===== config.mk =====
export PLATFORM = sky130hd
export DESIGN_NAME = uirq_unit
export DESIGN_NICKNAME = d
export VERILOG_FILES = /design/src/rtl/uirq_pkg.sv /design/src/rtl/uirq_decode.sv /design/src/rtl/uirq_mask.sv /design/src/rtl/uirq_sticky.sv /design/src/rtl/uirq_unit.sv
export SDC_FILE = /design/constraint.sdc
export NUM_CORES = 1
export LEC_CHECK = 0
export ABC_AREA = 1
export CORE_MARGIN = 3
export CORE_UTILIZATION = 38
export DETAILED_ROUTE_END_ITERATION = 8
export PLACE_DENSITY = 0.95
export SYNTH_ARGS = -nofsm -noshare
export SYNTH_HDL_FRONTEND = slang
export SYNTH_SLANG_ARGS = --single-unit

===== constraint.sdc =====
create_clock -name clk -period 2.1 [get_ports clk]
set_input_delay 0.525 -clock clk [delete_from_list [all_inputs] [get_ports clk]]
set_output_delay 0.525 -clock clk [all_outputs]
set_load 0.005 [all_outputs]

===== src/rtl/uirq_pkg.sv =====
// Package uirq_pkg
// Shared constants for the serial port interrupt unit: the default widths
// and the byte offsets of the registers. The offsets are fixed by the
// software view, and every other module takes them from here.
package uirq_pkg;

    localparam int DEF_DATA_W = 32;
    localparam int DEF_ADDR_W = 8;
    localparam int DEF_N_LIVE = 5;
    localparam int DEF_N_EVT  = 5;

    localparam logic [7:0] OFS_MASK_SET = 8'h08;
    localparam logic [7:0] OFS_MASK_CLR = 8'h0C;
    localparam logic [7:0] OFS_MASK_RD  = 8'h10;
    localparam logic [7:0] OFS_STATUS   = 8'h14;

    // Write strobes decoded from one bus write
    typedef struct packed {
        logic mask_set;
        logic mask_clr;
        logic stat_clr;
    } wr_strobe_t;

endpackage


===== src/rtl/uirq_decode.sv =====
// Module uirq_decode
// Decodes the register bus. It turns a write into at most one strobe and
// forms the read data from the mask and status registers.
// Assumes: a write lasts exactly one cycle, reads have no side effect,
// and ADDR_W is at least 8 bits.
module uirq_decode
    import uirq_pkg::*;
#(
    parameter int DATA_W = DEF_DATA_W,
    parameter int ADDR_W = DEF_ADDR_W,
    parameter int N_SRC  = DEF_N_LIVE + DEF_N_EVT
) (
    input  logic              bus_we,
    input  logic [ADDR_W-1:0] bus_addr,
    input  logic [DATA_W-1:0] bus_wdata,
    input  logic [N_SRC-1:0]  mask_q,
    input  logic [N_SRC-1:0]  stat_q,
    output wr_strobe_t        wstb,
    output logic [N_SRC-1:0]  wbits,
    output logic [DATA_W-1:0] bus_rdata
);

    localparam int PAD_W = DATA_W - N_SRC;

    localparam logic [ADDR_W-1:0] A_SET  = ADDR_W'(OFS_MASK_SET);
    localparam logic [ADDR_W-1:0] A_CLR  = ADDR_W'(OFS_MASK_CLR);
    localparam logic [ADDR_W-1:0] A_MASK = ADDR_W'(OFS_MASK_RD);
    localparam logic [ADDR_W-1:0] A_STAT = ADDR_W'(OFS_STATUS);

    logic [N_SRC-1:0] rd_low;

    // Write strobes: one per writable register, gated by the write enable
    always_comb begin
        wstb.mask_set = bus_we && (bus_addr == A_SET);
        wstb.mask_clr = bus_we && (bus_addr == A_CLR);
        wstb.stat_clr = bus_we && (bus_addr == A_STAT);
    end

    // Only the low bits of the write data reach the registers
    assign wbits = bus_wdata[N_SRC-1:0];

    // Read multiplexer: mask and status are readable, everything else is zero
    always_comb begin
        if (bus_addr == A_MASK) begin
            rd_low = mask_q;
        end else if (bus_addr == A_STAT) begin
            rd_low = stat_q;
        end else begin
            rd_low = '0;
        end
    end

    generate
        if (PAD_W > 0) begin : g_pad
            logic unused_wdata_hi;
            assign unused_wdata_hi = ^bus_wdata[DATA_W-1:N_SRC];
            assign bus_rdata = {{PAD_W{1'b0}}, rd_low};
        end else begin : g_nopad
            assign bus_rdata = rd_low;
        end
    endgenerate

endmodule


===== src/rtl/uirq_mask.sv =====
// Module uirq_mask
// Holds the interrupt mask. Software changes it only through the set and
// clear strobes. There is no direct write path.
// Assumes: the set and clear strobes are never active together, because
// they come from different offsets of one bus.
module uirq_mask #(
    parameter int N_SRC = 10
) (
    input  logic             clk,
    input  logic             rst_n,
    input  logic             set_stb,
    input  logic             clr_stb,
    input  logic [N_SRC-1:0] wbits,
    output logic [N_SRC-1:0] mask_q
);

    // Mask register: OR in on set, AND out on clear, zero on reset
    always_ff @(posedge clk) begin
        if (!rst_n) begin
            mask_q <= '0;
        end else if (set_stb) begin
            mask_q <= mask_q | wbits;
        end else if (clr_stb) begin
            mask_q <= mask_q & ~wbits;
        end
    end

endmodule


===== src/rtl/uirq_sticky.sv =====
// Module uirq_sticky
// The sticky status register, one flop per source, built in a generate
// loop. A source sets its bit. A software write-one-to-clear resets it,
// and a set in the same cycle wins over the clear.
// Assumes: src is already merged (live levels and event pulses).
module uirq_sticky #(
    parameter int N_SRC = 10
) (
    input  logic             clk,
    input  logic             rst_n,
    input  logic [N_SRC-1:0] src,
    input  logic             clr_stb,
    input  logic [N_SRC-1:0] wbits,
    output logic [N_SRC-1:0] stat_q
);

    generate
        for (genvar i = 0; i < N_SRC; i++) begin : g_bit
            logic clr_i;
            assign clr_i = clr_stb && wbits[i];

            // One sticky bit: set has priority over clear
            always_ff @(posedge clk) begin
                if (!rst_n) begin
                    stat_q[i] <= 1'b0;
                end else if (src[i]) begin
                    stat_q[i] <= 1'b1;
                end else if (clr_i) begin
                    stat_q[i] <= 1'b0;
                end
            end
        end
    endgenerate

endmodule


===== src/rtl/uirq_unit.sv =====
// Module uirq_unit (top)
// Interrupt status and mask unit of a serial port. It merges the live
// status levels and the event pulses into the sticky status register,
// holds the mask, decodes the register bus and drives one level
// interrupt that is the OR of the masked sticky bits.
// Assumes: all inputs are synchronous to clk, and reset is synchronous
// and active low.
module uirq_unit
    import uirq_pkg::*;
#(
    parameter int DATA_W = DEF_DATA_W,
    parameter int ADDR_W = DEF_ADDR_W,
    parameter int N_LIVE = DEF_N_LIVE,
    parameter int N_EVT  = DEF_N_EVT
) (
    input  logic              clk,
    input  logic              rst_n,
    input  logic              bus_we,
    input  logic [ADDR_W-1:0] bus_addr,
    input  logic [DATA_W-1:0] bus_wdata,
    output logic [DATA_W-1:0] bus_rdata,
    input  logic [N_LIVE-1:0] live_stat,
    input  logic [N_EVT-1:0]  evt_pulse,
    output logic              irq_o
);

    localparam int N_SRC = N_LIVE + N_EVT;

    wr_strobe_t       wstb;
    logic [N_SRC-1:0] wbits;
    logic [N_SRC-1:0] mask_q;
    logic [N_SRC-1:0] stat_q;
    logic [N_SRC-1:0] src_all;

    // Source vector: events sit above the live status bits
    assign src_all = {evt_pulse, live_stat};

    uirq_decode #(
        .DATA_W(DATA_W),
        .ADDR_W(ADDR_W),
        .N_SRC (N_SRC)
    ) u_decode (
        .bus_we   (bus_we),
        .bus_addr (bus_addr),
        .bus_wdata(bus_wdata),
        .mask_q   (mask_q),
        .stat_q   (stat_q),
        .wstb     (wstb),
        .wbits    (wbits),
        .bus_rdata(bus_rdata)
    );

    uirq_mask #(
        .N_SRC(N_SRC)
    ) u_mask (
        .clk    (clk),
        .rst_n  (rst_n),
        .set_stb(wstb.mask_set),
        .clr_stb(wstb.mask_clr),
        .wbits  (wbits),
        .mask_q (mask_q)
    );

    uirq_sticky #(
        .N_SRC(N_SRC)
    ) u_sticky (
        .clk    (clk),
        .rst_n  (rst_n),
        .src    (src_all),
        .clr_stb(wstb.stat_clr),
        .wbits  (wbits),
        .stat_q (stat_q)
    );

    // Interrupt line: any bit that is both masked-in and set
    assign irq_o = |(mask_q & stat_q);

endmodule


==> Yosys cells after proc, flatten, opt, wreduce, memory -nomap -nowiden <==
Cells that the tools add are included.
{ "word_totals": {"latchBits": 0, "regBits": 20, "wordCells": 68, "rom_bits": 0, "in_bits": 53, "memories": 0, "ram_bits": 0} }
{ "classes": {"magnitude_cmp": 0, "n_bitwise": 4, "eq_ne": 4, "n_mul": 0, "add_sub_neg": 0, "n_div": 0, "muxes": 24, "shifts": 0, "reduce_logical": 25} }
{ "op_table": {"columns": ["operator", "n"], "rows": [
  ["$mux W10", 4],
  ["$reduce_bool A2 Y1", 11],
  ["$and A10 B10 Y10", 2],
  ["$mux W1", 20],
  ["$eq A8 B4 Y1 const B", 2],
  ["$eq A8 B5 Y1 const B", 2],
  ["$logic_and A1 B1 Y1", 13],
  ["$not A10 Y10", 1],
  ["$or A10 B10 Y10", 1],
  ["$reduce_or A10 Y1", 1]
]} }

==> Longest topological paths before layout <==
Gate-level depths: netlist (run 1).
{ "depth": {"depth_word": 5, "ltp_mapped": 7, "mapped_depth_nobuf": 6} }

==> Cells and area by module <==
Synthesis (run 1) repeated with hierarchy kept, for this count alone.
{ "unflattened": {"hier_cells": 213, "area_unflattened_um2": 1361.3} }
{ "by_module_without_submodules": {"columns": ["mod", "instances", "cells_each", "area_each_um2"], "rows": [
  ["uirq_decode", 1, 89, 521.8],
  ["uirq_mask", 1, 53, 385.4],
  ["uirq_sticky", 1, 52, 381.6],
  ["uirq_unit", 1, 19, 72.6]
]} }

==> Worst setup path after synthesis (run 1) <==
OpenSTA, ideal clock, no wires.
{ "synth_path": {"kind": "input -> output", "start": "in bus_addr[6]", "end": "out bus_rdata[0]", "setup_slack_ps": 390, "cell_stages": 5, "t_required_ps": 1575, "arrival_time_ps": 1185, "cell_sequence": "inv_1 > nand2_1 > nor2_4 > nand4_1 > o22ai_1"} }
{ "synth_between": {"elab_chain_len": 3, "word_cells_on_any_way": 4, "cone_classes": "eq/ne (2); mux (2)"} }
{ "synth_rtl": {"columns": ["item", "line_no", "text"], "rows": [
  ["start: declaration", "uirq_unit.sv:19", "input logic [ADDR_W-1:0] bus_addr,"],
  ["$eq A8 B5 Y1", "uirq_decode.sv:46", "end else if (bus_addr == A_STAT) begin"],
  ["$mux W10", "uirq_decode.sv:46", null],
  ["$mux W10 (*)", "uirq_decode.sv:44", "if (bus_addr == A_MASK) begin"],
  ["end: declaration", "uirq_unit.sv:21", "output logic [DATA_W-1:0] bus_rdata,"]
]} }
Every way passes the cells marked *; elsewhere a longest branch is shown, timed or not.

==> Worst setup path after layout (run 1) <==
{ "layout_path": {"start": "in bus_addr[3]", "end": "out bus_rdata[9]"} }
The elaborated chain is that of the path after synthesis.

==> results of run 1 <==
## worst paths after layout
kind	startpoint	endpoint	cells past startpoint
min reg2reg	flip-flop	flip-flop	2
max reg2reg	flip-flop	flip-flop	2
min	flip-flop	flip-flop	2
max	bus_addr[3]	bus_rdata[9]	6
## logic make-up after synthesis
kind of cell           Yosys count  synth area share
AO/OA/AOI/OAI                   36             0.150
buffers and inverters           64             0.259
flip-flops                      20             0.310
other                            1           0.00290
AND/OR/NAND/NOR                 69             0.278
## worst max-delay path, stage by stage
cell,delay [ns]
sky130_fd_sc_hd__dlygate4sd2_1,0.28
sky130_fd_sc_hd__nor2_2,0.17
sky130_fd_sc_hd__nand3_4,0.12
sky130_fd_sc_hd__buf_6,0.16
sky130_fd_sc_hd__o22ai_2,0.15
sky130_fd_sc_hd__buf_2,0.13
## Yosys cell counts
master,n,area share
sky130_fd_sc_hd__a21oi_1,23,0.089
sky130_fd_sc_hd__buf_2,3,0.012
sky130_fd_sc_hd__buf_4,22,0.13
sky130_fd_sc_hd__buf_6,1,0.0087
sky130_fd_sc_hd__clkbuf_1,3,0.0087
sky130_fd_sc_hd__conb_1,1,0.0029
sky130_fd_sc_hd__dfxtp_1,20,0.31
sky130_fd_sc_hd__inv_1,32,0.093
sky130_fd_sc_hd__inv_2,3,0.0087
sky130_fd_sc_hd__nand2_1,25,0.073
sky130_fd_sc_hd__nand2_2,2,0.0097
sky130_fd_sc_hd__nand3_1,24,0.093
sky130_fd_sc_hd__nand3_2,1,0.0078
sky130_fd_sc_hd__nand4_1,11,0.053
sky130_fd_sc_hd__nor2_1,1,0.0029
sky130_fd_sc_hd__nor2_2,2,0.0097
sky130_fd_sc_hd__nor2_4,1,0.0087
sky130_fd_sc_hd__nor3_2,1,0.0078
sky130_fd_sc_hd__nor3_4,1,0.013
sky130_fd_sc_hd__o211ai_1,1,0.0058
sky130_fd_sc_hd__o21ai_1,3,0.012
sky130_fd_sc_hd__o22ai_1,9,0.044
## report_power, final
part / switching (uW) / total (uW) / internal, uW
Clock: 111 / 178 / 66.7
Combinational: 80.1 / 159 / 79.0
Sequential: 8.93 / 403 / 394
## layout make-up
cell class                 instances  area [sq um]  share of cell area
inverter                          35           131              0.0708
tap                               44          55.1              0.0296
clock buffer                       3          22.5              0.0121
timing repair buffer              64           532               0.286
sequential                        20           404               0.218
multi-input combinational        127           712               0.383
## metrics by stage
step	power [uW]	TNS, ns
final	740	0
after floorplan	496	0
after CTS	737	0
after global routing	774	0
after detailed placement	558	-6.27
after global placement	554	-6.10
## repair_timing
| action | in CTS | in global routing |
|---|---|---|
| gates resized for setup | 66 | 15 |
| pin swaps | 7 | 8 |
| setup endpoints to repair | 10 | 10 |
| buffers inserted | 8 | 0 |
## per-layer routing
layer  GRT usage  vias to the layer above
met2       0.331                       63
met3      0.0264                        5
met1       0.222                      664
met5           0                        -
met4      0.0660                        0
li1            -                      702
==> results.cfg, run 1 <==
[detailed_routing]
vias_per_cell = 4.89
topRoutingLayerUsed = met4
dr_wl_met3_microns = 250
dr_wl_met2_microns = 2010
routedLengthMet1_microns = 1540
count_of_antenna_violating_nets_left_after_detailed_routing = 0
route.vias.total = 1434
firstDrtPassIters = 4
drt-wirelength-per-cell_microns = 13.1
drt_first_iter_violations = 61
detail_route.drc_violations = 0
routed_wirelength_microns = 3830

[logic_synthesis]
synthesis.yosys.warnings = 0
syn_area_cell_sq_um = 6.80
post_synth_instance_area_sq_um = 1290
synth_cells = 190
yosysUniqueCellTypes = 22
synth_seq_area_share = 0.310
ffs_latches_synth = 20

[die]
floorplan.initialDensity = 0.410
floorplan.core_area_sq_um = 3150
dieArea_sq_um = 4130
core.rowCount = 20
floorplan.die.width_microns = 64.3
vertical_extent_of_the_die_microns = 64.3
ioPinCount = 86

[global_route]
via_count_of_the_first_global_routing_pass = 1359
grt_start_max_net_pins = 21
antenna_found_initial = 0
grt_pass1_wl_microns = 6160
track_usage = 0.185
globalRoute.totalOverflow = 0

[sta]
number_of_slew_limit_violations_in_the_final_report = 0
grt_setup_unrepaired = false
final.period_utilization = 0.983
setup_ws_ns = 0.0358
setup_viol = 0
clock_skew_ns = 0
maxClockFrequency_ghz = 0.484
worst_hold_slack_ns = 0.467
final_period_demand_of_the_worst_path_ns = 2.06
final-hold-violation-count = 0

[cts]
cts.clk_slew.worst_paths_ns = 0.11
numCtsBuffers = 3
clk-insertion-delay-late_ns = 0.29
cts_max_path_buffers = 2
cts.sink_count = 20
tritoncts = built
ctsHoldBuffers = 0
clock_tree.root_cell = sky130_fd_sc_hd__clkbuf_4
ctsHtreeMaxLevel = 1

[cells_and_area]
drive_above_1_share = 0.273
most-common-layout-cells = 31 x sky130_fd_sc_hd__inv_1, 24 x sky130_fd_sc_hd__nand3_1, 23 x sky130_fd_sc_hd__nand2_1, 23 x sky130_fd_sc_hd__a21oi_1
diodes = 0
layoutNonFillerInstCount = 293
fillerInstances = 287
final_design_area_no_fill_sq_um = 1860
fin_nets = 304
layout.cells.most_common = sky130_fd_sc_hd__inv_1
layout-area-overhead-vs-synth_pct = 43.8
utilization = 0.589

[place]
worst_setup_slack_before_clock_tree_synthesis_ns = -0.652
placed_cell_count = 282
detailedPlacementHpwl_microns = 2520
numPortBuffers = 41
globalplace.congestion = 0.788
postPlaceCellArea_sq_um = 1760

[worst_setup_path]
worst-setup-path-type = in2out
cp_data_arrival_time_ns = 1.54
critical_path.endpoint_type = output port
r2r_slack_ns = 1.48
required_ns = 1.57
cp_max_fo = 6
setup.worst_path.start_class = input pin

[status]
outcome = finished, final reports clean

[flow_run]
max-cap-violations = 0

[hold_path]
hold_path_class = reg2reg

[power]
power-per-cell-area_nw_per_um2 = 398
irDropWorstVdd_mv = 0.254
leakagePower_uw = 0.000809
Power figures use the tool's default switching activity.
==> inputs of run 2 (changes only) <==
- CORE_UTILIZATION: 38 -> 39
- SYNTH_HIERARCHICAL: not set -> 1
==> results.cfg, run 2 <==
[status]
outcome = finished, final reports clean

[logic_synthesis]
post_synth_instance_area_sq_um = 1360
ys_async_sr_fraction = 0
synth_edf_count = 0
synthesis.yosys.warnings = 6
synth_cells = 213
synth_most_common_cell = sky130_fd_sc_hd__nand2_1
synth_common_cells = 79 x sky130_fd_sc_hd__nand2_1, 36 x sky130_fd_sc_hd__buf_4, 22 x sky130_fd_sc_hd__nand3_1
yosysUniqueCellTypes = 16
post-synth-top-area-cell = sky130_fd_sc_hd__dfxtp_1
syn_area_cell_sq_um = 6.39
ffs_latches_synth = 20
synth_seq_area_share = 0.294
synth_top_flop_cell = sky130_fd_sc_hd__dfxtp_1
yosys-top-cells-area = sky130_fd_sc_hd__dfxtp_1 29%, sky130_fd_sc_hd__nand2_1 22%, sky130_fd_sc_hd__buf_4 20%
synth_largest_type_area_fraction = 0.294

[cells_and_area]
layout-area-overhead-vs-synth_pct = 30.6
diodes = 0
utilization = 0.559
layout.cells.most_common = sky130_fd_sc_hd__nand2_1
drive_above_1_share = 0.181
layoutNonFillerInstCount = 298
most-common-layout-cells = 76 x sky130_fd_sc_hd__nand2_1, 23 x sky130_fd_sc_hd__clkdlybuf4s50_1, 22 x sky130_fd_sc_hd__conb_1
fin_nets = 308

[worst_setup_path]
required_ns = 1.57
cp_max_fo = 11
critical_path.endpoint_type = output port
worst-r2r-cell-count = 2
setup.worst_path.start_class = input pin
cp_data_arrival_time_ns = 1.53
worst-setup-path-type = in2out
r2r_slack_ns = 1.45
critPathLaunch = bus_addr[5]

[cts]
ctsHoldBuffers = 0
cts_max_path_buffers = 2
numCtsBuffers = 3
cts.sink_count = 20
cts.clk_slew.worst_paths_ns = 0.11
tritoncts = built
ctsHtreeMaxLevel = 1
clk-insertion-delay-late_ns = 0.29
clock_tree.root_cell = sky130_fd_sc_hd__clkbuf_4

[power]
irDropWorstVdd_mv = 0.385
leakagePower_uw = 0.000853
combPwrFrac = 0.160
totalPowerFinal_uw = 850
clock_power_share = 0.365
pwr-share-seq = 0.475
switching_share = 0.228
power_report.internal_total_uw = 657
power-per-cell-area_nw_per_um2 = 478
power.switching_uw = 193

[place]
globalplace.congestion = 0.780
numPortBuffers = 41
worst_setup_slack_before_clock_tree_synthesis_ns = -0.488
placed_cell_count = 289
detailedPlacementHpwl_microns = 2360

[flow_run]
max-cap-violations = 0

[die]
floorplan.initialDensity = 0.428
dieArea_sq_um = 4240
floorplan.die.width_microns = 65.1
floorplan.core_area_sq_um = 3180
core.rowCount = 20
vertical_extent_of_the_die_microns = 65.1
ioPinCount = 86

[hold_path]
hold_path_class = reg2reg
hold_path.startpoint = u_sticky/stat_q[1]
endpoint_worst_hold = u_sticky/stat_q[1]
worst_hold_path.num_cells = 2

[sta]
clock_skew_ns = 0
setup_ws_ns = 0.0451
final.period_utilization = 0.979
final_period_demand_of_the_worst_path_ns = 2.05
number_of_slew_limit_violations_in_the_final_report = 0
maxClockFrequency_ghz = 0.487
final-hold-violation-count = 0
final.setup.tns_ns = 0
setup_viol = 0

[detailed_routing]
detail_route.drc_violations = 0
drt-wirelength-per-cell_microns = 11.2
drt_first_iter_violations = 49
firstDrtPassIters = 4
vias_per_cell = 4.59
route.vias.total = 1367
routed_wirelength_microns = 3350
count_of_antenna_violating_nets_left_after_detailed_routing = 0

[global_route]
via_count_of_the_first_global_routing_pass = 1236
grt_pass1_wl_microns = 5400
antenna_found_initial = 0
globalRoute.totalOverflow = 0
track_usage = 0.163
grt_start_max_net_pins = 13
## run 2: cell types whose count changed after synthesis, sizes merged
cell	change
nand2	+54
inv	-14
buf	+12
nand4	-10
o22ai	-9
a21oi	-3
clkbuf	-3
nand3	-3
nor2	+3
o21ai	-3
o211ai	-1
## run 2: stage by stage
step / instance area (sq um) / hold WS (ns)
floorplan: 1440 / 0.452
global placement: 1690 / 0.460
detailed placement: 1690 / 0.466
CTS: 1770 / 0.482
global route: 1780 / 0.506
finish: 1780 / 0.483
## run 2: power by group through the flow
stage	clock [uW]	combinational [uW]	sequential, uW
after floorplan	0	95.5	410
after global placement	0	121	412
after detailed placement	0	124	412
after CTS	314	134	404
after global routing	339	149	407
final	310	136	404
## run 2: worst max-delay path by stage
stage                              end  cells after the start
after floorplan           bus_rdata[0]                      6
after global placement    bus_rdata[5]                      7
after detailed placement  bus_rdata[7]                      7
after CTS                 bus_rdata[9]                      8
after global routing      bus_rdata[4]                      9
final                     bus_rdata[6]                      9
## run 2: worst max-delay path, cell delays in order
cell and delay (ns):
sky130_fd_sc_hd__dlygate4sd2_1 0.24, sky130_fd_sc_hd__inv_1 0.07, sky130_fd_sc_hd__nand2_2 0.06, sky130_fd_sc_hd__nor2_4 0.11, sky130_fd_sc_hd__buf_4 0.12, sky130_fd_sc_hd__buf_12 0.12, sky130_fd_sc_hd__nand3_1 0.07, sky130_fd_sc_hd__nand2_1 0.09
sky130_fd_sc_hd__buf_2 0.11
## run 2: kinds of logic (layout without fill, tap and decap cells)
group | after synthesis | in the layout | synth area share
compound gates | 20 | 20 | 0.0763
simple gates | 113 | 114 | 0.354
buf+inv | 59 | 78 | 0.273
other cells | 1 | 22 | 0.00275
flops | 20 | 20 | 0.294
## run 2: area by class of cell
| type | count | area, sq um |
|---|---|---|
| clock buffer | 3 | 22.5 |
| clock inverter | 1 | 30.0 |
| fill | 345 | 1400 |
| inverter | 21 | 78.8 |
| multi-input combinational | 156 | 707 |
| sequential | 20 | 400 |
| tap | 44 | 55.1 |
| timing repair buffer | 53 | 484 |
## run 2: repair_timing
action | in CTS | in global routing
pin swaps | 11 | 4
resized for setup | 62 | 2
setup endpoints to repair | 10 | 1
setup buffers | 3 | 0
gates cloned | 2 | 0
## run 2: routing by layer
| layer | up-vias | track usage | part of all wire |
|---|---|---|---|
| met4 | 0 | 0.0751 | 0.010 |
| met2 | 74 | 0.264 | 0.49 |
| met5 | - | 0 | 0 |
| met1 | 596 | 0.208 | 0.40 |
| met3 | 4 | 0.0329 | 0.10 |
| li1 | 693 | - | - |
